===== src/rtl/irqc_pkg.sv =====
package irqc_pkg;

    localparam int REG_W         = 8;
    localparam int CTL_EXT_EN    = 0;
    localparam int CTL_TMR_EN    = 1;
    localparam int CTL_EDGE_RISE = 2;
    localparam int STS_IEN       = 4;

    typedef enum logic [1:0] {
        SRC_NONE = 2'd0,
        SRC_TMR  = 2'd1,
        SRC_EXT  = 2'd2
    } src_e;

    typedef struct packed {
        logic tmr;
        logic ext;
    } req_t;

    // fixed priority: timer before external
    function automatic src_e pick_src(req_t act);
        if (act.tmr)      return SRC_TMR;
        else if (act.ext) return SRC_EXT;
        else              return SRC_NONE;
    endfunction

endpackage


===== src/rtl/irqc_edge_sync.sv =====
module irqc_edge_sync #(
    parameter int STAGES = 2
) (
    input  logic clk,
    input  logic rst,
    input  logic pin,
    input  logic rise_sel,
    output logic edge_hit
);
    localparam int TOP = STAGES - 1;

    logic [STAGES-1:0] sh;
    logic              last;

    always_ff @(posedge clk) begin
        if (rst) sh[0] <= 1'b0;
        else     sh[0] <= pin;
    end

    for (genvar i = 1; i < STAGES; i++) begin : g_stage
        always_ff @(posedge clk) begin
            if (rst) sh[i] <= 1'b0;
            else     sh[i] <= sh[i-1];
        end
    end

    always_ff @(posedge clk) begin
        if (rst) last <= 1'b0;
        else     last <= sh[TOP];
    end

    always_comb begin
        if (rise_sel) edge_hit = sh[TOP] & ~last;
        else          edge_hit = ~sh[TOP] & last;
    end
endmodule


===== src/rtl/irqc_pend.sv =====
module irqc_pend
    import irqc_pkg::*;
(
    input  logic clk,
    input  logic rst,
    input  logic tmr_pulse,
    input  logic ext_edge,
    input  logic ext_en,
    input  req_t clr,
    output req_t pend
);
    req_t pend_n;

    always_comb begin
        // new arrivals win over the acknowledge clear
        pend_n.tmr = tmr_pulse | (pend.tmr & ~clr.tmr);
        // external request only lives while its enable is set
        pend_n.ext = ext_en & (ext_edge | (pend.ext & ~clr.ext));
    end

    always_ff @(posedge clk) begin
        if (rst) pend <= '0;
        else     pend <= pend_n;
    end
endmodule


===== src/rtl/irqc_arb.sv =====
module irqc_arb
    import irqc_pkg::*;
#(
    parameter int              PC_W    = 12,
    parameter logic [PC_W-1:0] TMR_VEC = 12'h020,
    parameter logic [PC_W-1:0] EXT_VEC = 12'h0A0
) (
    input  req_t            pend,
    input  logic            tmr_en,
    input  logic            ext_en,
    input  logic            ien,
    output logic            irq,
    output src_e            win,
    output logic [PC_W-1:0] win_vec
);
    req_t act;

    always_comb begin
        act.tmr = pend.tmr & tmr_en;
        act.ext = pend.ext & ext_en;
        win     = pick_src(act);
        irq     = ien & (win != SRC_NONE);
        case (win)
            SRC_TMR: win_vec = TMR_VEC;
            SRC_EXT: win_vec = EXT_VEC;
            default: win_vec = '0;
        endcase
    end
endmodule


===== src/rtl/prio_irq_ctrl.sv =====
module prio_irq_ctrl
    import irqc_pkg::*;
#(
    parameter int              PC_W        = 12,
    parameter int              SYNC_STAGES = 2,
    parameter logic [PC_W-1:0] TMR_VEC     = 12'h020,
    parameter logic [PC_W-1:0] EXT_VEC     = 12'h0A0
) (
    input  logic             clk,
    input  logic             rst,
    input  logic             ext_pin,
    input  logic             tmr_req,
    input  logic             ctl_we,
    input  logic [REG_W-1:0] ctl_wdata,
    input  logic             sts_we,
    input  logic [REG_W-1:0] sts_wdata,
    input  logic             ack,
    input  logic [PC_W-1:0]  pc_in,
    output logic             irq,
    output logic [PC_W-1:0]  vec,
    output logic [PC_W-1:0]  ret_pc,
    output logic [REG_W-1:0] ctl_q,
    output logic [REG_W-1:0] sts_q
);
    logic            ext_edge;
    req_t            pend;
    req_t            clr;
    src_e            win;
    logic [PC_W-1:0] win_vec;
    logic            ack_ok;

    irqc_edge_sync #(.STAGES(SYNC_STAGES)) u_sync (
        .clk      (clk),
        .rst      (rst),
        .pin      (ext_pin),
        .rise_sel (ctl_q[CTL_EDGE_RISE]),
        .edge_hit (ext_edge)
    );

    irqc_pend u_pend (
        .clk       (clk),
        .rst       (rst),
        .tmr_pulse (tmr_req),
        .ext_edge  (ext_edge),
        .ext_en    (ctl_q[CTL_EXT_EN]),
        .clr       (clr),
        .pend      (pend)
    );

    irqc_arb #(.PC_W(PC_W), .TMR_VEC(TMR_VEC), .EXT_VEC(EXT_VEC)) u_arb (
        .pend    (pend),
        .tmr_en  (ctl_q[CTL_TMR_EN]),
        .ext_en  (ctl_q[CTL_EXT_EN]),
        .ien     (sts_q[STS_IEN]),
        .irq     (irq),
        .win     (win),
        .win_vec (win_vec)
    );

    always_comb begin
        ack_ok  = ack & irq;
        clr.tmr = ack_ok & (win == SRC_TMR);
        clr.ext = ack_ok & (win == SRC_EXT);
    end

    always_ff @(posedge clk) begin
        if (rst) begin
            ctl_q  <= '0;
            sts_q  <= '0;
            vec    <= '0;
            ret_pc <= '0;
        end else begin
            if (ctl_we) ctl_q <= ctl_wdata;
            if (sts_we) sts_q <= sts_wdata;
            if (ack_ok) begin
                sts_q[STS_IEN] <= 1'b0;
                vec            <= win_vec;
                ret_pc         <= pc_in;
            end
        end
    end
endmodule


===== config.mk =====
export PLATFORM = sky130hd
export DESIGN_NAME = prio_irq_ctrl
export DESIGN_NICKNAME = d
export VERILOG_FILES = /design/src/rtl/irqc_pkg.sv /design/src/rtl/irqc_edge_sync.sv /design/src/rtl/irqc_pend.sv /design/src/rtl/irqc_arb.sv /design/src/rtl/prio_irq_ctrl.sv
export SDC_FILE = /design/constraint.sdc
export NUM_CORES = 1
export LEC_CHECK = 0
export ABC_AREA = 1
export BUFFER_PORTS_ARGS = -buffer_cell sky130_fd_sc_hd__buf_2
export CELL_PAD_IN_SITES_DETAIL_PLACEMENT = 1
export CELL_PAD_IN_SITES_GLOBAL_PLACEMENT = 2
export CORE_AREA = 5 5 86 88
export CTS_CLUSTER_DIAMETER = 120
export DETAILED_ROUTE_END_ITERATION = 7
export DIE_AREA = 0 0 91 93
export GPL_TIMING_DRIVEN = 0
export HOLD_SLACK_MARGIN = 0.12
export PLACE_DENSITY = 0.82
export SLEW_MARGIN = 20
export SYNTH_ARGS = -nofsm -noshare
export SYNTH_HDL_FRONTEND = slang
export SYNTH_SLANG_ARGS = --single-unit

===== constraint.sdc =====
create_clock -name clk -period 1.1 [get_ports clk]
set_input_delay 0.22 -clock clk [delete_from_list [all_inputs] [get_ports clk]]
set_output_delay 0.22 -clock clk [all_outputs]
set_load 0.01 [all_outputs]

==> results, run 1 <==
- Summed over its instances, the top area cell type makes up 47.86% of the synthesized netlist area.
- Using the TritonRoute via totals, the vias-per-cell ratio works out to 3.895.
- The floorplan step set the die height to 93 um.
- The via count of the first global-routing pass is 1526.
- The placed instances occupy a cell area of 0.001918 sq mm.
- The maximum level of the CTS H-tree is 2.
- The clock buffer count from CTS is 5.
- For this run, asynchronously set or reset flops after synthesis account for 0%.
- The die area is 0.008463 sq mm.
- The uppermost metal layer occupied by signal nets is met5.
- In this run the static leakage power is 1.180 nW.
- The TritonCTS clock tree is yes.
- The final reports fail on setup timing.
- The internal power of the cells totals 1.979 mW.
- The worst setup path is captured at an output pin.
- By startpoint and endpoint, the worst setup path is classified as flip-flop to output pin.
- The Yosys step of the flow raised 0 warnings.
- The clock slew at the register clock pins of the worst setup and hold paths is 0.08 ns.
- The clock passes through at most 2 buffers.
- Combinational cells account for 12.9% of the total power.
- At the end of routability-driven placement, the weighted congestion stood at 0.6520.
- In this run, placement finished with an instance count of 349.
- The first global-routing pass estimated 6975 um of wire.
- The synthesized area per cell is 7.469 sq um.
- Yosys attributes the largest share of cell area to dfxtp_1, nor2_1, buf_4, nand2_1, o21ai_0.
- In this run the power density over the cells is 1222 mW/mm^2.
- The least setup slack across all paths after layout is -0.09987 ns.
- The combined global-route utilization of all metal layers is 10.04%.
- Registers are responsible for 50.7% of the overall power.
- The finished layout cell area is 0.002175 sq mm.
- The tool flagged a number of max-cap violations equal to 0.
- The max-slew violation count is 0.
- The cell count after synthesis is 196.
- Compared with the post-synthesis result, the final layout area differs by 48.55%.
- The minimum period implied by the final worst setup slack is 1.200 ns.
- The run finished, with violations left.
- The total clock sinks is 35.
- The average routed wire per standard cell is 11.47 um.
- The number of optimization iterations in the first detailed-route pass is 4.
- The total I/O pin count is 76.
- The vias after detailed routing is 1410.
- The detailed router finished its first iteration with 36 violations.
- Entering global routing, the biggest net connects 11 pins.
- The utilization after layout is 33.10%.
- The wire length on met2 is 2052 um.
- The count of nets left with antenna violations once routing finished came out at 0.
- On the final layout, the worst clock skew is 0.009871 ns.
- Among all cell types in the netlist, the one instantiated most often is nor2_1.
- The number of flops mapped to enable cells by yosys is 0.
- Among all flip-flop cells after synthesis, the most frequent one is dfxtp_1.
- The post-placement worst setup slack is -0.06087 ns.
- The final layout contains routed wiring with a total length of 4152 um.
- Wire segments on met3 add up to 358 um in the final route.
- The tree is rooted in a clkbuf_8.
- Detailed placement ended at an HPWL of 3134 um.
- The part of the cycle the worst path needs is 109.1%.
- For this configuration, the core starts out at a cell density of 22.29%.
- The post-synthesis instance area is 0.001464 sq mm.
- The detailed-route DRC error count is 0.
- Sorting the synthesized cells by how often they occur yields nor2_1, dfxtp_1, nand2_1, inv_1, o21ai_0.
- Setup repair after global routing could not meet its margin everywhere.
- The switching power total is 0.6769 mW.
- STA puts the critical path data required time at 0.88 ns.
- The number of antenna repair diodes is 0.
- The path class of the tightest hold or removal check is input pin to flip-flop.
- After layout, the design draws a total of 2.656 mW.
- The hold violation count in the final report is 0.
- Buffers placed on the I/O ports in this run total 64.
- The switching part of the total power is 25.48%.
- For this run, the top clock speed supported by timing is 0.8334 GHz.
- The share of layout cells above drive strength 1 is 43.62%.
- The number of antenna violations at the first check in global routing is 1.
- Setup violations remaining at the end of the flow were counted as 1.
- The worst-case hold slack is 0.1375 ns.
- After global routing the overflow that remains totals 0.
- The final layout contains 317 nets.
- dfxtp_1 takes more of the synthesized area than any other cell.
- The die is 91 um wide.
- The number of unique standard cell types used by synthesis is 18.
- Of the synthesized area, sequential elements account for 47.86%.
- The maximum resistive drop on vdd is 0.4662 mV.
- The count of cells in the finished layout, fillers not included, comes to 362.
- The source-to-sink clock delay at the later pin of the worst-skew pair is 0.28 ns.
- In this run the core area contains 30 standard-cell rows.
- At the worst endpoint, the arrival time is 0.98 ns.
- In this run the worst path has a maximum fanout of 3.
- The met1 layer wirelength in the final routing is 1712 um.
- The final setup TNS is -0.09987 ns.
- STA classifies the critical path startpoint as a flip-flop.
- The area of the core is 0.006569 sq mm.
- Counting flops and latches in the post-synthesis netlist gives 35.
- The share of total power in the clock network is 36.4%.
final cells by class:
type | count | area (sq um)
clock buffers | 6 | 82.58
clock inverters | 1 | 5.005
repair buffers | 71 | 431.7
multi-input cells | 128 | 586.8
well taps | 80 | 100.1
fillers | 812 | 4394
flip-flops and latches | 35 | 718.2
inverters | 22 | 82.58
plain buffers | 19 | 167.7
state kept, by name (all words and copies together) (netlist names):
register,cells
ret_pc,12
ctl_q,8
sts_q,8
u_pend.pend,2
u_sync.sh,2
vec,2
u_sync.last,1
kinds of logic (layout without fill, tap and decap cells):
| kind of cell | Yosys count | count (layout) | share of synthesized area, % |
|---|---|---|---|
| buffers and inverters | 42 | 119 | 16.32 |
| DFF | 35 | 35 | 47.86 |
| other | 1 | 10 | 0.2562 |
| AOI/OAI and AO/OA | 22 | 22 | 7.522 |
| and+or+nand+nor | 96 | 96 | 28.03 |
timing repair:
action	4_1_cts	5_1_grt
resized for setup	18	13
setup buffers	6	0
hold endpoints to repair	0	0
pin swaps	2	0
setup endpoints to repair	20	18
cloned	0	1
hold buffers	0	0
worst paths after layout:
check                       startpoint                   endpoint  slack (ns)  depth (start not counted)
max          u_pend.pend[0]$_SDFF_PP0_                        irq        -0.1                          3
min reg2reg    u_sync.sh[0]$_SDFF_PP0_    u_sync.sh[1]$_SDFF_PP0_        0.41                          2
min                            tmr_req  u_pend.pend[1]$_SDFF_PP0_        0.14                          3
max reg2reg      ctl_q[1]$_SDFFE_PP0P_    ret_pc[11]$_SDFFE_PP0N_        0.03                          6
per-layer routing:
| layer | up-vias | global-route usage, % |
|---|---|---|
| li1 | 739 | - |
| met4 | 2 | 2.200 |
| met3 | 4 | 4.907 |
| met5 | - | 0 |
| met2 | 44 | 17.43 |
| met1 | 621 | 11.07 |
power groups by stage:
stage / logic, mW / registers, mW / clock network (mW)
4_1_cts: 0.343 / 1.35 / 1.02
5_1_grt: 0.386 / 1.35 / 1.07
6_report: 0.343 / 1.35 / 0.968
3_5_place_dp: 0.310 / 1.38 / 0
3_3_place_gp: 0.305 / 1.38 / 0
2_1_floorplan: 0.152 / 1.39 / 0
critical path, cell delays in order, from the launching register on:
cell and delay, ns:
dfxtp_2 0.36, nand2_4 0.07, a21oi_2 0.13, buf_2 0.14
cell usage in the layout (no fill, tap or decap), types with 2 or more instances in the layout:
cell,n
buf_4,14
nor2_1,47
dfxtp_1,29
clkbuf_8,6
nand2_1,27
dfxtp_2,2
nand2_2,3
a21oi_1,5
o21ai_0,16
nor2_2,13
conb_1,10
buf_6,8
buf_2,62
dfxtp_4,4
nand4_1,2
inv_1,21
nand2_4,2
buf_8,3
Power figures use the tool's default switching activity.
==> inputs of run 2 (changes only) <==
Settings changed: CAP_MARGIN set to 30, CORE_AREA 5 5 86 88 to 5 5 92 94, DIE_AREA 0 0 91 93 to 0 0 97 99, PLACE_DENSITY 0.82 to 0.76.
Clock period 1.1 ns to 1.05 ns, I/O delays scaled along.
==> results, run 2 (synthesis gave the netlist of run 1 again) <==
- The run finished, with violations left.
- The checks that failed: setup timing.
- Traced cell by cell, the critical path runs through buf_4 > buf_6 > buf_6.
- Once layout is complete, the utilization of the core stands at 30.69%.
- Setup violations remaining at the end of the flow were counted as 18.
- The number of antenna violations at the first check in global routing is 1.
- After routing, the total negative slack on setup checks comes to -1.455 ns.
- The clock slew at the register clock pins of the worst setup and hold paths is 0.08 ns.
- The worst setup path is launched from a flip-flop.
- The clock buffer count from CTS is 5.
- Once the floorplan was initialized, standard cells occupied 19.35% of the core.
- Buffers placed on the I/O ports in this run total 64.
- The maximum net fanout on the critical path is 3.
- The worst hold path terminates at u_sync.sh[0]$_SDFF_PP0_.
- The height of the die is 99 um.
- TritonCTS built the clock tree.
- The number of antenna diodes in the final layout is 0.
- The number of placement rows is 32.
- The share of layout cells above drive strength 1 is 47.40%.
- In this run the clock root is driven by a clkbuf_8.
- The final layout net count is 323.
- The iteration-0 DRC count of the detailed router is 59.
- For this design, the sink count on the clock tree is 35.
- For the worst setup path, the data required time is 0.84 ns.
- The die covers 0.009603 sq mm.
- The relative area change from synthesis to final layout is 58.63%.
- The maximum number of buffers from clock root to sink is 2.
- In this design, the stage delay of the slowest critical-path cell is 0.36 ns.
- For this run, the total global-route usage over all layers was measured as 9.534%.
- The kind of end point of the critical path is an output pin.
- Setup repair after global routing could not meet its margin everywhere.
- The routed design could run at a clock period as short as 1.200 ns.
- The maximum clock frequency is 0.8335 GHz.
- The reported leakage power is 1.217 nW.
- The width of the die is 97 um.
- The HPWL after detailed placement is 3152 um.
- The most common cell after layout, fill and taps aside is buf_2.
- Setup slack on the worst reg-to-reg path comes out at -0.10 ns.
- The vias after detailed routing is 1455.
- The number of cells on the worst hold path is 3.
- The via count of the first global-routing pass is 1552.
- In this run the power density over the cells is 1191 mW/mm^2.
- The number of flip-flops under the largest register name is 12.
- The endpoint of the worst-slack reg-to-reg timing path is ret_pc[4]$_SDFFE_PP0N_.
- The first detailed-routing pass ran for 4 iterations.
- The largest net degree at the start of global routing is 12.
- The top cell types in the final layout, fill and taps aside, are buf_2, nor2_1, dfxtp_1, nand2_1, inv_1.
- The register ranked first by flip-flop count is ret_pc.
- The final estimated routing congestion in global placement is 0.6429.
- The most frequent cell on the critical path is buf_6.
- The average routed wire per standard cell is 11.34 um.
- The largest registers in the layout are ret_pc: 12 flops, ctl_q: 8 flops, sts_q: 8 flops.
- For this design, the slowest cell found on the critical path is dfxtp_4.
- The launch point of the worst reg-to-reg path is ctl_q[0]$_SDFFE_PP0P_.
- The maximum resistive drop on vdd is 0.3888 mV.
- The arrival time at the worst endpoint is 0.99 ns.
- The routed design has 4433 um of wire.
- The source-to-sink clock delay at the later pin of the worst-skew pair is 0.29 ns.
- The maximum level of the CTS H-tree is 2.
- The startpoint of the worst hold path is ext_pin.
- The max-slew violation count is 0.
- The total I/O pin count is 76.
- The type of the worst setup path is flip-flop to output pin.
- In the routed design, unresolved DRC markers number 0.
- In this run the worst setup path begins at ctl_q[1]$_SDFFE_PP0P_.
- The worst hold-check path type is input pin to flip-flop.
- Max-cap violations in this run came to 0.
- The final global-route overflow total is 0.
- In the routed layout, each cell is associated on average with a via count of 3.721.
- The first global-routing pass estimated 7410 um of wire.
- In this run, post-CTS hold repair placed 0 buffers.
- The part of the cycle the worst path needs is 114.3%.
- The count of nets left with antenna violations once routing finished came out at 0.
- The setup clock skew after layout is 0.01069 ns.
- Measured in cells, the most critical reg-to-reg path has a length of 7.
- In this run the standard cell core region covers 0.007567 sq mm.
- The least setup slack across all paths after layout is -0.1497 ns.
- The hold violation count in the final report came to 0.
[run 2: cell count changes in the layout (fill, tap and decap cells not counted), sizes merged]
cell    before  now
clkbuf       8    6
buf         88   95
clkinv       1    3
[run 2: how the worst max path moves through the flow]
| stage | endpoint | slack, ns | cells past startpoint |
|---|---|---|---|
| after CTS | irq | -0.17 | 3 |
| after floorplan | ret_pc[10]$_SDFFE_PP0N_ | 0.05 | 6 |
| after global routing | ret_pc[8]$_SDFFE_PP0N_ | -0.19 | 8 |
| final | ctl_q[1] | -0.15 | 3 |
| after detailed placement | ret_pc[4]$_SDFFE_PP0N_ | -0.15 | 6 |
| after global placement | ret_pc[0]$_SDFFE_PP0N_ | -0.14 | 6 |
[run 2: cell type report]
class	count	area (sq um)
fill	932	5245
sequential	35	718.2
multi-input combinational	128	636.9
timing repair buffer	78	516.7
buffer	18	156.4
tap	102	127.6
inverter	22	82.58
clock buffer	5	68.82
clock inverter	3	15.01
[run 2: critical path: cells and delay by family (launching register included)]
family / cells / cell delay [ns]
buf+inv: 3 / 0.35
flops: 1 / 0.36
[run 2: per-layer routing]
metal,routed length [um],GRT usage (%),share of wire (%)
met1,1949,11.42,44
met5,20,0,0.45
met3,257,3.255,5.8
met4,53,2.916,1.2
met2,2153,16.14,49
[run 2: what timing repair did]
action | in CTS | in global routing
pin swaps | 1 | 3
setup buffers | 11 | 1
gates resized for setup | 42 | 7
cloned | 2 | 0
endpoints found under the setup margin | 20 | 20
[run 2: power by group]
group	total [mW]	leakage [nW]	switching, mW	internal (mW)
Sequential	1.41	0.290	0.0339	1.38
Combinational	0.374	0.879	0.190	0.184
Clock	0.979	0.0477	0.524	0.455
Total	2.76	1.22	0.748	2.02
[run 2: through the flow]
stage / power (mW) / instance area, sq um / hold WS, ns / setup slack, ns / cells
2_1_floorplan: 1.616 / 1498 / 0.2791 / 0.04991 / 205
3_3_place_gp: 1.763 / 1946 / 0.4021 / -0.1435 / 371
3_5_place_dp: 1.770 / 1946 / 0.4015 / -0.1542 / 371
4_1_cts: 2.816 / 2293 / 0.1249 / -0.1690 / 390
5_1_grt: 2.930 / 2322 / 0.1494 / -0.1865 / 391
6_report: 2.765 / 2322 / 0.1338 / -0.1497 / 391
